**src/rtl/ext_irq_pkg.sv**
```systemverilog
package ext_irq_pkg;
  localparam int unsigned REG_W  = 32;
  localparam int unsigned ADDR_W = 8;

  localparam logic [ADDR_W-1:0] OFS_ARM    = 8'h00;
  localparam logic [ADDR_W-1:0] OFS_DISARM = 8'h04;
  localparam logic [ADDR_W-1:0] OFS_MASK   = 8'h08;
  localparam logic [ADDR_W-1:0] OFS_PEND   = 8'h0C;
  localparam logic [ADDR_W-1:0] OFS_ACK    = 8'h10;
  localparam logic [ADDR_W-1:0] OFS_SENSE  = 8'h14;
  localparam logic [ADDR_W-1:0] OFS_EDGE   = 8'h18;
  localparam logic [ADDR_W-1:0] OFS_LEVEL  = 8'h1C;
  localparam logic [ADDR_W-1:0] OFS_NMI    = 8'h24;

  function automatic logic [REG_W-1:0] impl_mask(int unsigned n);
    logic [REG_W-1:0] m;
    m = '0;
    for (int unsigned i = 0; i < REG_W; i++) if (i < n) m[i] = 1'b1;
    return m;
  endfunction
endpackage

```
**src/rtl/irq_sync.sv**
```systemverilog
module irq_sync #(
  parameter int unsigned W = 8
) (
  input  logic         clk_i,
  input  logic         rst_ni,
  input  logic [W-1:0] async_i,
  output logic [W-1:0] sync_o
);
  for (genvar g = 0; g < W; g++) begin : g_line
    logic meta_q, stab_q;
    always_ff @(posedge clk_i or negedge rst_ni) begin
      if (!rst_ni) begin
        meta_q <= 1'b0;
        stab_q <= 1'b0;
      end else begin
        meta_q <= async_i[g];
        stab_q <= meta_q;
      end
    end
    assign sync_o[g] = stab_q;
  end
endmodule

```
**src/rtl/irq_detect.sv**
```systemverilog
module irq_detect #(
  parameter int unsigned W = 32
) (
  input  logic         clk_i,
  input  logic         rst_ni,
  input  logic [W-1:0] lvl_i,
  input  logic [W-1:0] sense_i,
  input  logic [W-1:0] edge_pol_i,
  input  logic [W-1:0] lvl_pol_i,
  output logic [W-1:0] event_o
);
  logic [W-1:0] prev_q;

  always_ff @(posedge clk_i or negedge rst_ni) begin
    if (!rst_ni) prev_q <= '0;
    else         prev_q <= lvl_i;
  end

  for (genvar g = 0; g < W; g++) begin : g_det
    logic rise, fall;
    assign rise = lvl_i[g] & ~prev_q[g];
    assign fall = ~lvl_i[g] & prev_q[g];
    always_comb begin
      if (sense_i[g]) event_o[g] = (lvl_i[g] == lvl_pol_i[g]);
      else            event_o[g] = edge_pol_i[g] ? rise : fall;
    end
  end
endmodule

```
**src/rtl/irq_regs.sv**
```systemverilog
module irq_regs
  import ext_irq_pkg::*;
#(
  parameter int unsigned NUM_LINES = 8
) (
  input  logic              clk_i,
  input  logic              rst_ni,
  input  logic              sel_i,
  input  logic              we_i,
  input  logic [ADDR_W-1:0] addr_i,
  input  logic [REG_W-1:0]  wdata_i,
  output logic [REG_W-1:0]  rdata_o,
  input  logic [REG_W-1:0]  event_i,
  output logic [REG_W-1:0]  mask_o,
  output logic [REG_W-1:0]  pend_o,
  output logic [REG_W-1:0]  sense_o,
  output logic [REG_W-1:0]  edge_pol_o,
  output logic [REG_W-1:0]  lvl_pol_o,
  output logic              nmi_en_o
);
  localparam logic [REG_W-1:0] IMPL = impl_mask(NUM_LINES);

  logic wr_en;
  logic [REG_W-1:0] wval;
  logic [REG_W-1:0] mask_q, pend_q, sense_q, edge_q, lvl_q;
  logic nmi_q;

  assign wr_en = sel_i & we_i;
  assign wval  = wdata_i & IMPL;

  always_ff @(posedge clk_i or negedge rst_ni) begin
    if (!rst_ni) begin
      mask_q  <= '0;
      pend_q  <= '0;
      sense_q <= '0;
      edge_q  <= '0;
      lvl_q   <= '0;
      nmi_q   <= 1'b0;
    end else begin
      if (wr_en && addr_i == OFS_ARM)    mask_q <= mask_q | wval;
      if (wr_en && addr_i == OFS_DISARM) mask_q <= mask_q & ~wval;
      if (wr_en && addr_i == OFS_SENSE)  sense_q <= wval;
      if (wr_en && addr_i == OFS_EDGE)   edge_q <= wval;
      if (wr_en && addr_i == OFS_LEVEL)  lvl_q <= wval;
      if (wr_en && addr_i == OFS_NMI)    nmi_q <= wdata_i[0];
      // new event overrides a same-cycle acknowledge
      if (wr_en && addr_i == OFS_ACK) pend_q <= ((pend_q & ~wval) | event_i) & IMPL;
      else                            pend_q <= (pend_q | event_i) & IMPL;
    end
  end

  always_comb begin
    rdata_o = '0;
    if (sel_i) begin
      unique case (addr_i)
        OFS_MASK:  rdata_o = mask_q;
        OFS_PEND:  rdata_o = pend_q;
        OFS_SENSE: rdata_o = sense_q;
        OFS_EDGE:  rdata_o = edge_q;
        OFS_LEVEL: rdata_o = lvl_q;
        OFS_NMI:   rdata_o = {{(REG_W-1){1'b0}}, nmi_q};
        default:   rdata_o = '0;
      endcase
    end
  end

  assign mask_o     = mask_q;
  assign pend_o     = pend_q;
  assign sense_o    = sense_q;
  assign edge_pol_o = edge_q;
  assign lvl_pol_o  = lvl_q;
  assign nmi_en_o   = nmi_q;
endmodule

```
**src/rtl/ext_irq_ctrl.sv**
```systemverilog
module ext_irq_ctrl
  import ext_irq_pkg::*;
#(
  parameter int unsigned NUM_LINES = 8
) (
  input  logic                 clk_i,
  input  logic                 rst_ni,
  input  logic [NUM_LINES-1:0] line_i,
  input  logic                 bus_sel_i,
  input  logic                 bus_we_i,
  input  logic [ADDR_W-1:0]    bus_addr_i,
  input  logic [REG_W-1:0]     bus_wdata_i,
  output logic [REG_W-1:0]     bus_rdata_o,
  output logic                 irq_o,
  output logic                 nmi_o
);
  logic [NUM_LINES-1:0] sync_n;
  logic [REG_W-1:0] sync_w, event_w, mask_w, pend_w, sense_w, edge_w, lvl_w;
  logic nmi_en_w;

  irq_sync #(.W(NUM_LINES)) u_sync (
    .clk_i   (clk_i),
    .rst_ni  (rst_ni),
    .async_i (line_i),
    .sync_o  (sync_n)
  );

  always_comb begin
    sync_w = '0;
    sync_w[NUM_LINES-1:0] = sync_n;
  end

  irq_detect #(.W(REG_W)) u_det (
    .clk_i      (clk_i),
    .rst_ni     (rst_ni),
    .lvl_i      (sync_w),
    .sense_i    (sense_w),
    .edge_pol_i (edge_w),
    .lvl_pol_i  (lvl_w),
    .event_o    (event_w)
  );

  irq_regs #(.NUM_LINES(NUM_LINES)) u_regs (
    .clk_i      (clk_i),
    .rst_ni     (rst_ni),
    .sel_i      (bus_sel_i),
    .we_i       (bus_we_i),
    .addr_i     (bus_addr_i),
    .wdata_i    (bus_wdata_i),
    .rdata_o    (bus_rdata_o),
    .event_i    (event_w),
    .mask_o     (mask_w),
    .pend_o     (pend_w),
    .sense_o    (sense_w),
    .edge_pol_o (edge_w),
    .lvl_pol_o  (lvl_w),
    .nmi_en_o   (nmi_en_w)
  );

  assign irq_o = |(pend_w & mask_w);
  assign nmi_o = nmi_en_w & pend_w[0];
endmodule

```
**config.mk**
```make
export PLATFORM = sky130hd
export DESIGN_NAME = ext_irq_ctrl
export DESIGN_NICKNAME = d
export VERILOG_FILES = /design/src/rtl/ext_irq_pkg.sv /design/src/rtl/irq_sync.sv /design/src/rtl/irq_detect.sv /design/src/rtl/irq_regs.sv /design/src/rtl/ext_irq_ctrl.sv
export SDC_FILE = /design/constraint.sdc
export NUM_CORES = 1
export LEC_CHECK = 0
export ABC_AREA = 1
export CAP_MARGIN = 20
export CORE_MARGIN = 3
export CORE_UTILIZATION = 55
export CTS_BUF_LIST = sky130_fd_sc_hd__clkbuf_4
export CTS_CLUSTER_DIAMETER = 150
export DETAILED_ROUTE_END_ITERATION = 16
export DONT_BUFFER_PORTS = 1
export PLACE_DENSITY = 0.7
export SETUP_SLACK_MARGIN = 0.3
export SLEW_MARGIN = 20
export SYNTH_ARGS = -nofsm -noshare
export SYNTH_HDL_FRONTEND = slang
export SYNTH_SLANG_ARGS = --single-unit
export TNS_END_PERCENT = 20
```
**constraint.sdc**
```tcl
create_clock -name clk_i -period 1.7 [get_ports clk_i]
set_input_delay 0.085 -clock clk_i [delete_from_list [all_inputs] [get_ports clk_i]]
set_output_delay 0.085 -clock clk_i [all_outputs]
set_load 0.01 [all_outputs]
```
==> metrics, run 1 <==
outcome complete, but fails checks; failing checks hold timing; Nets 494; Max-Cap Viols 0; sequential share of the synthesized area 47.5%; TNS Setup 0 ps; cts bufs inserted 9; placed cells 484; antenna viol nets, final 0; crit-path max cell delay 410 ps; leading cell type in the layout, fill and taps excluded nand3_1; combinational family with the most area after synthesis simple AND/OR/NAND/NOR gates; RD Place Congestion roughly 0.85; Final Util around 63%; final cell count without fillers 522; number of primary I/O pins 86; Worst path depth 3; endpoints failing setup 0; proportion of layout cells with a drive suffix above 1 14.3%; Clk pin slew, worst setup/hold paths 110 ps; Crit-path slowest cell dfrtp_1; first-pass GRT wire length around 12 mm; Port Buf Inserts 0; Synth Area in Adders 0%; Startpoint Class flip-flop; Crit Path Max Fanout 3; Post-Syn Instances around 410; Filler Cells Inserted 506; crit path cell chain a22o_1 > nor2_2 > nand3_2; ranking of synthesized cells by area dfrtp_1 (48%), nand3_1 (9.8%), nand2_1 (7.0%); Starting Density 57.1%; WL/cell 13.6 um; area delta synth->final 10.7%; simple-gate area share of the yosys netlist 26.0%; worst hold margin -652 ps; Yosys top cell area share 47.5%; CP arrival 1300 ps; Worst Hold Class input pin to async pin; chip height 84.9 um; RSZ-0062 raised after global routing true; ANT cells 0; Yosys warnings 0; largest net degree at the start of global routing 66; pwr/cell area 790 nW/um2; Initial DRC Count 264; multiplexer share of the synthesized area 0%; number of antenna violations at the first check in global routing 0; CTS Root Buffer Type clkbuf_4; Via density 5.37; Core Footprint 5990 um2; area occupied by multi-input gates around 1400 um2; fin crit share about four fifths; CP required 1620 ps; syn avg cell area approximately 8.3 um2; CP endpoint kind primary output; DR DRC count 0; Worst path top cell family by delay flip-flops; Max Slew Vio Count 0; Netlist cell types 26; Yosys reg bits 65; FMAX 0.724 GHz; cell row count 28; compound-cell area share of the yosys netlist 11.3%; via count 2805; Hold Buf Count CTS 18; Die W approximately 85 um; final hold vios 65; Clock Sinks 65; cell count of the worst reg-to-reg path 4; Initial DRT Pass Iterations 5; dpl hpwl 4.61 mm; CP Class flip-flop to primary output; CP bufs+invs 0; number of global-route vias before repair 2567; Tmin final around 1400 ps; Lkg Pwr 1.86 nW; WL final around 7.1 mm; Worst VDD drop around 0.58 mV; XOR/XNOR Fraction of Synth Area 0%; Layout Skew 11.6 ps; most frequent cells in the layout nand3_1 (66), dfrtp_1 (65), nand2_1 (64), inv_1 (62), o21ai_0 (40); CTS tree yes; Remaining Overflow, GRT 0; Register Area 1630 um2; clk_lat worst skew 410 ps; Max H-tree Level 3; Die ar. 7210 um2; Mapped Area 3420 um2; GRT Util Overall 21.7%; dominant cell type by area after synthesis dfrtp_1; Max clock buf depth 2
[timing repair]
item / CTS / global route
gates resized for setup: 5 / 9
pin swaps: 2 / 5
hold endpoints to repair: 114 / 65
endpoints found under the setup margin: 2 / 9
setup buffers: 2 / 2
[layer usage]
metal	global-route usage, %	share of wire (%)
met1	29.8	44
met5	0	0
met3	4.37	6.8
met4	12.4	3.2
met2	32.4	46
[kinds of logic after synthesis]
family,Yosys count
buffers and inverters,100
and+or+nand+nor,178
AOI/OAI and AO/OA,70
DFF,65
other,1
[layout make-up]
type / count / area share (%)
Tap cell: 75 / 2.48
Timing Repair Buffer: 29 / 7.03
Sequential cell: 65 / 42.9
Multi-Input combinational cell: 272 / 36.9
Inverter: 65 / 6.50
Clock inverter: 6 / 2.18
Clock buffer: 10 / 1.98
[synth_stat cells]
cell type   n
a21oi_1    11
conb_1      1
o21ai_2     8
nand3_2     1
nand3_1    67
nor2_4      3
o21ai_0    42
buf_4      26
inv_4       1
nor2_1     19
inv_1      63
buf_6       3
o21ai_1     6
buf_8       1
nand2_1    64
inv_2       1
buf_2       5
nand4_1     8
nor2_8      2
o22ai_1     2
dfrtp_1    65
nand2_4     5
nand2_2     6
a22o_1      1
nor3_1      2
nor2_2      1
[through the flow]
step / worst slack, ps / hold WS (ps) / instance area [um2] / total power, mW
after floorplan: 620 / -211 / 3510 / 1.83
after global placement: 376 / -209 / 3390 / 1.81
after detailed placement: 336 / -209 / 3390 / 1.82
after CTS: 299 / -666 / 3750 / 3.01
after global routing: 261 / -680 / 3790 / 3.13
final: 319 / -652 / 3790 / 2.99
[report_power, final]
part	internal [mW]	switching (mW)	leakage, nW	total [mW]
combinational	0.0743	0.143	1.06	0.218
clock	0.603	0.550	0.0777	1.15
sequential	1.59	0.0273	0.728	1.62
total	2.27	0.721	1.86	2.99
[worst paths after layout]
path | startpoint | endpoint | slack, ps
min in group clk_i | bus_we_i | u_regs.edge_pol_o[6] | 40
max in group asynchronous | rst_ni | u_regs.sense_o[7] | 2230
min reg2reg | u_sync.g_line[6].meta_q | u_sync.g_line[6].stab_q | 360
min | rst_ni | u_regs.edge_pol_o[2] | -650
max reg2reg | u_regs.lvl_pol_o[0] | u_regs.pend_o[0] | 800
max | flip-flop | irq_o | 320
Note: power is estimated with default switching activity, not from simulation.
==> inputs of run 2 (changes only) <==
--- a/config.mk
+++ b/config.mk
@@ -13,7 +13,7 @@
 export CTS_CLUSTER_DIAMETER = 150
 export DETAILED_ROUTE_END_ITERATION = 16
 export DONT_BUFFER_PORTS = 1
-export PLACE_DENSITY = 0.7
+export PLACE_DENSITY = 0.73
 export SETUP_SLACK_MARGIN = 0.3
 export SLEW_MARGIN = 20
 export SYNTH_ARGS = -nofsm -noshare
==> constraint.sdc (replaced) <==
create_clock -name clk_i -period 1.25 [get_ports clk_i]
set_input_delay 0.0625 -clock clk_i [delete_from_list [all_inputs] [get_ports clk_i]]
set_output_delay 0.0625 -clock clk_i [all_outputs]
set_load 0.01 [all_outputs]
==> run 2 against run 1 <==
The flow finishes with violations (hold timing, setup timing). Routed wire length rose by 1.8%. Clock power rose by 19%. Clock-buffer cell count rose by 1. Worst setup slack got worse by 410 ps. Die area did not move. Critical path type unchanged. Largest power group unchanged.
==> metrics, run 2 (synthesized netlist as in run 1, its figures left out) <==
CTS Root Buffer Type clkbuf_4 (unchanged); crit path cell chain a22o_1 > nor2_2 > nand3_2 (unchanged); Die W 84.9 um (unchanged); Final Total Pwr 3.90 mW (was 2.99 mW); CTS tree yes (unchanged); clk_lat worst skew 410 ps (about the same); Max Slew Vio Count 0 (unchanged); DP Area 3510 um2 (was 3390 um2); Starting Density 57.1% (unchanged); Crit-path slowest cell dfrtp_1 (unchanged); endpoints failing setup 7 (was 0); DR DRC count 0 (unchanged); Crit Path Max Fanout 3 (unchanged); crit-path max cell delay 420 ps (was 410 ps); CP required 1190 ps (was 1620 ps); CP bufs+invs 0 (unchanged); Layout Skew 10.9 ps (was 11.6 ps); Port Buf Inserts 0 (unchanged); antenna viol nets, final 0 (unchanged); Filler Cells Inserted 503 (was 506); Remaining Overflow, GRT 0 (unchanged); Startpoint Class flip-flop (unchanged); WL final 7.23 mm (was 7.10 mm); first-pass GRT wire length 12.1 mm (was 12.2 mm); Clock Sinks 65 (unchanged); Worst VDD drop 0.827 mV (was 0.575 mV); cell area after layout 3850 um2 (was 3790 um2); Worst Hold Class input pin to async pin (unchanged); failing checks hold timing, setup timing (was hold timing); fin crit share 108%; Place WS 156 ps (was 336 ps); outcome complete, but fails checks (unchanged); Max-Cap Viols 0 (unchanged); RD Place Congestion 0.773 (was 0.849); Hold Buf Count CTS 17 (was 18); Tmin final 1350 ps; Die ar. 7210 um2 (unchanged); pwr/cell area 1010 nW/um2 (was 790 nW/um2); FMAX 0.743 GHz; dpl hpwl 4.71 mm (was 4.61 mm); RSZ-0062 raised after global routing true (unchanged); Worst path top cell family by delay flip-flops (unchanged); GRT Util Overall 21.5% (was 21.7%); cell row count 28 (unchanged); Nets 495 (was 494); most frequent cells in the layout dfrtp_1 (65), nand3_1 (64), nand2_1 (64), inv_1 (56), o21ai_0 (34) (was nand3_1 (66), dfrtp_1 (65), nand2_1 (64), inv_1 (62), o21ai_0 (40)); Max clock buf depth 2 (unchanged); Initial DRT Pass Iterations 4 (was 5); largest net degree at the start of global routing 66 (unchanged); Lkg Pwr 1.88 nW (was 1.86 nW); CP Class flip-flop to primary output (unchanged); Core Footprint 5990 um2 (unchanged); via count 2727 (was 2805); number of antenna violations at the first check in global routing 0 (unchanged); chip height 84.9 um (unchanged); CP arrival 1280 ps (was 1300 ps); leading cell type in the layout, fill and taps excluded dfrtp_1 (was nand3_1); worst hold margin -671 ps (was -652 ps); Initial DRC Count 179 (was 264); CP endpoint kind primary output (unchanged); Max H-tree Level 3 (unchanged); WL/cell 13.8 um (was 13.6 um); Via density 5.22 (was 5.37); cts bufs inserted 9 (unchanged); final hold vios 65 (unchanged); area delta synth->final 12.4% (was 10.7%); number of primary I/O pins 86 (unchanged); ANT cells 0 (unchanged); number of global-route vias before repair 2694 (was 2567); Clk pin slew, worst setup/hold paths 100 ps (was 110 ps); proportion of layout cells with a drive suffix above 1 17.2% (was 14.3%); PnR worst setup slack -95.1 ps (was 319 ps); TNS Setup -236 ps (was 0 ps)
-- run 2: final cells by class --
class / count / area (um2) / share of cell area, %
Sequential cell: 65 / 1630 / 42.3
Timing Repair Buffer: 30 / 297 / 7.70
Tap cell: 75 / 93.8 / 2.44
Multi-Input combinational cell: 272 / 1430 / 37.2
Clock buffer: 11 / 82.6 / 2.15
Inverter: 65 / 273 / 7.09
Clock inverter: 4 / 45.0 / 1.17
-- run 2: power breakdown --
part           switching [mW]  internal, mW  total (mW)
registers              0.0390          2.17        2.21
logic                   0.201         0.113       0.313
clock network           0.740         0.635        1.37
-- run 2: layer usage --
layer | up-vias | part of all wire (%) | routed length (um) | global-route usage [%]
li1 | 1355 | - | - | -
met1 | 1261 | 43 | 3100 | 27.3
met2 | 98 | 47 | 3380 | 33.4
met3 | 13 | 8.5 | 611 | 6.21
met4 | 0 | 2.0 | 141 | 11.8
met5 | - | 0 | 0 | 0
-- run 2: final timing paths --
path	cells after the start	slack, ps	from	to
worst max-delay path	3	-100	u_regs.pend_o[3]	irq_o
worst min-delay path	0	-670	rst_ni	u_det.prev_q[5]
worst max register to register	4	410	u_sync.g_line[3].stab_q	u_regs.pend_o[3]
worst min register to register	0	360	u_sync.g_line[7].meta_q	u_sync.g_line[7].stab_q
max in group asynchronous	0	1780	rst_ni	async pin
min in group clk_i	4	40	bus_addr_i[7]	u_regs.nmi_en_o
-- run 2: worst reg2reg max path, delay by kind of cell (launching register included) --
kind	cells	cell delay (ps)
flip-flops	1	410
AO/OA/AOI/OAI	2	130
AND/OR/NAND/NOR	1	100
buffers and inverters	1	90
-- run 2: repair_timing --
| action | 4_1_cts | 5_1_grt |
|---|---|---|
| endpoints found under the setup margin | 10 | 11 |
| resized for setup | 11 | 10 |
| pin swaps | 15 | 5 |
| buffers inserted | 2 | 0 |
| endpoints found under the hold margin | 114 | 65 |
-- run 2: stage by stage --
step	cells	hold WS (ps)	utilization, %
global placement	488	-232	58.5
CTS	522	-690	63.9
global route	522	-711	64.2
finish	522	-671	64.2
floorplan	437	-233	-
detailed placement	488	-232	58.5
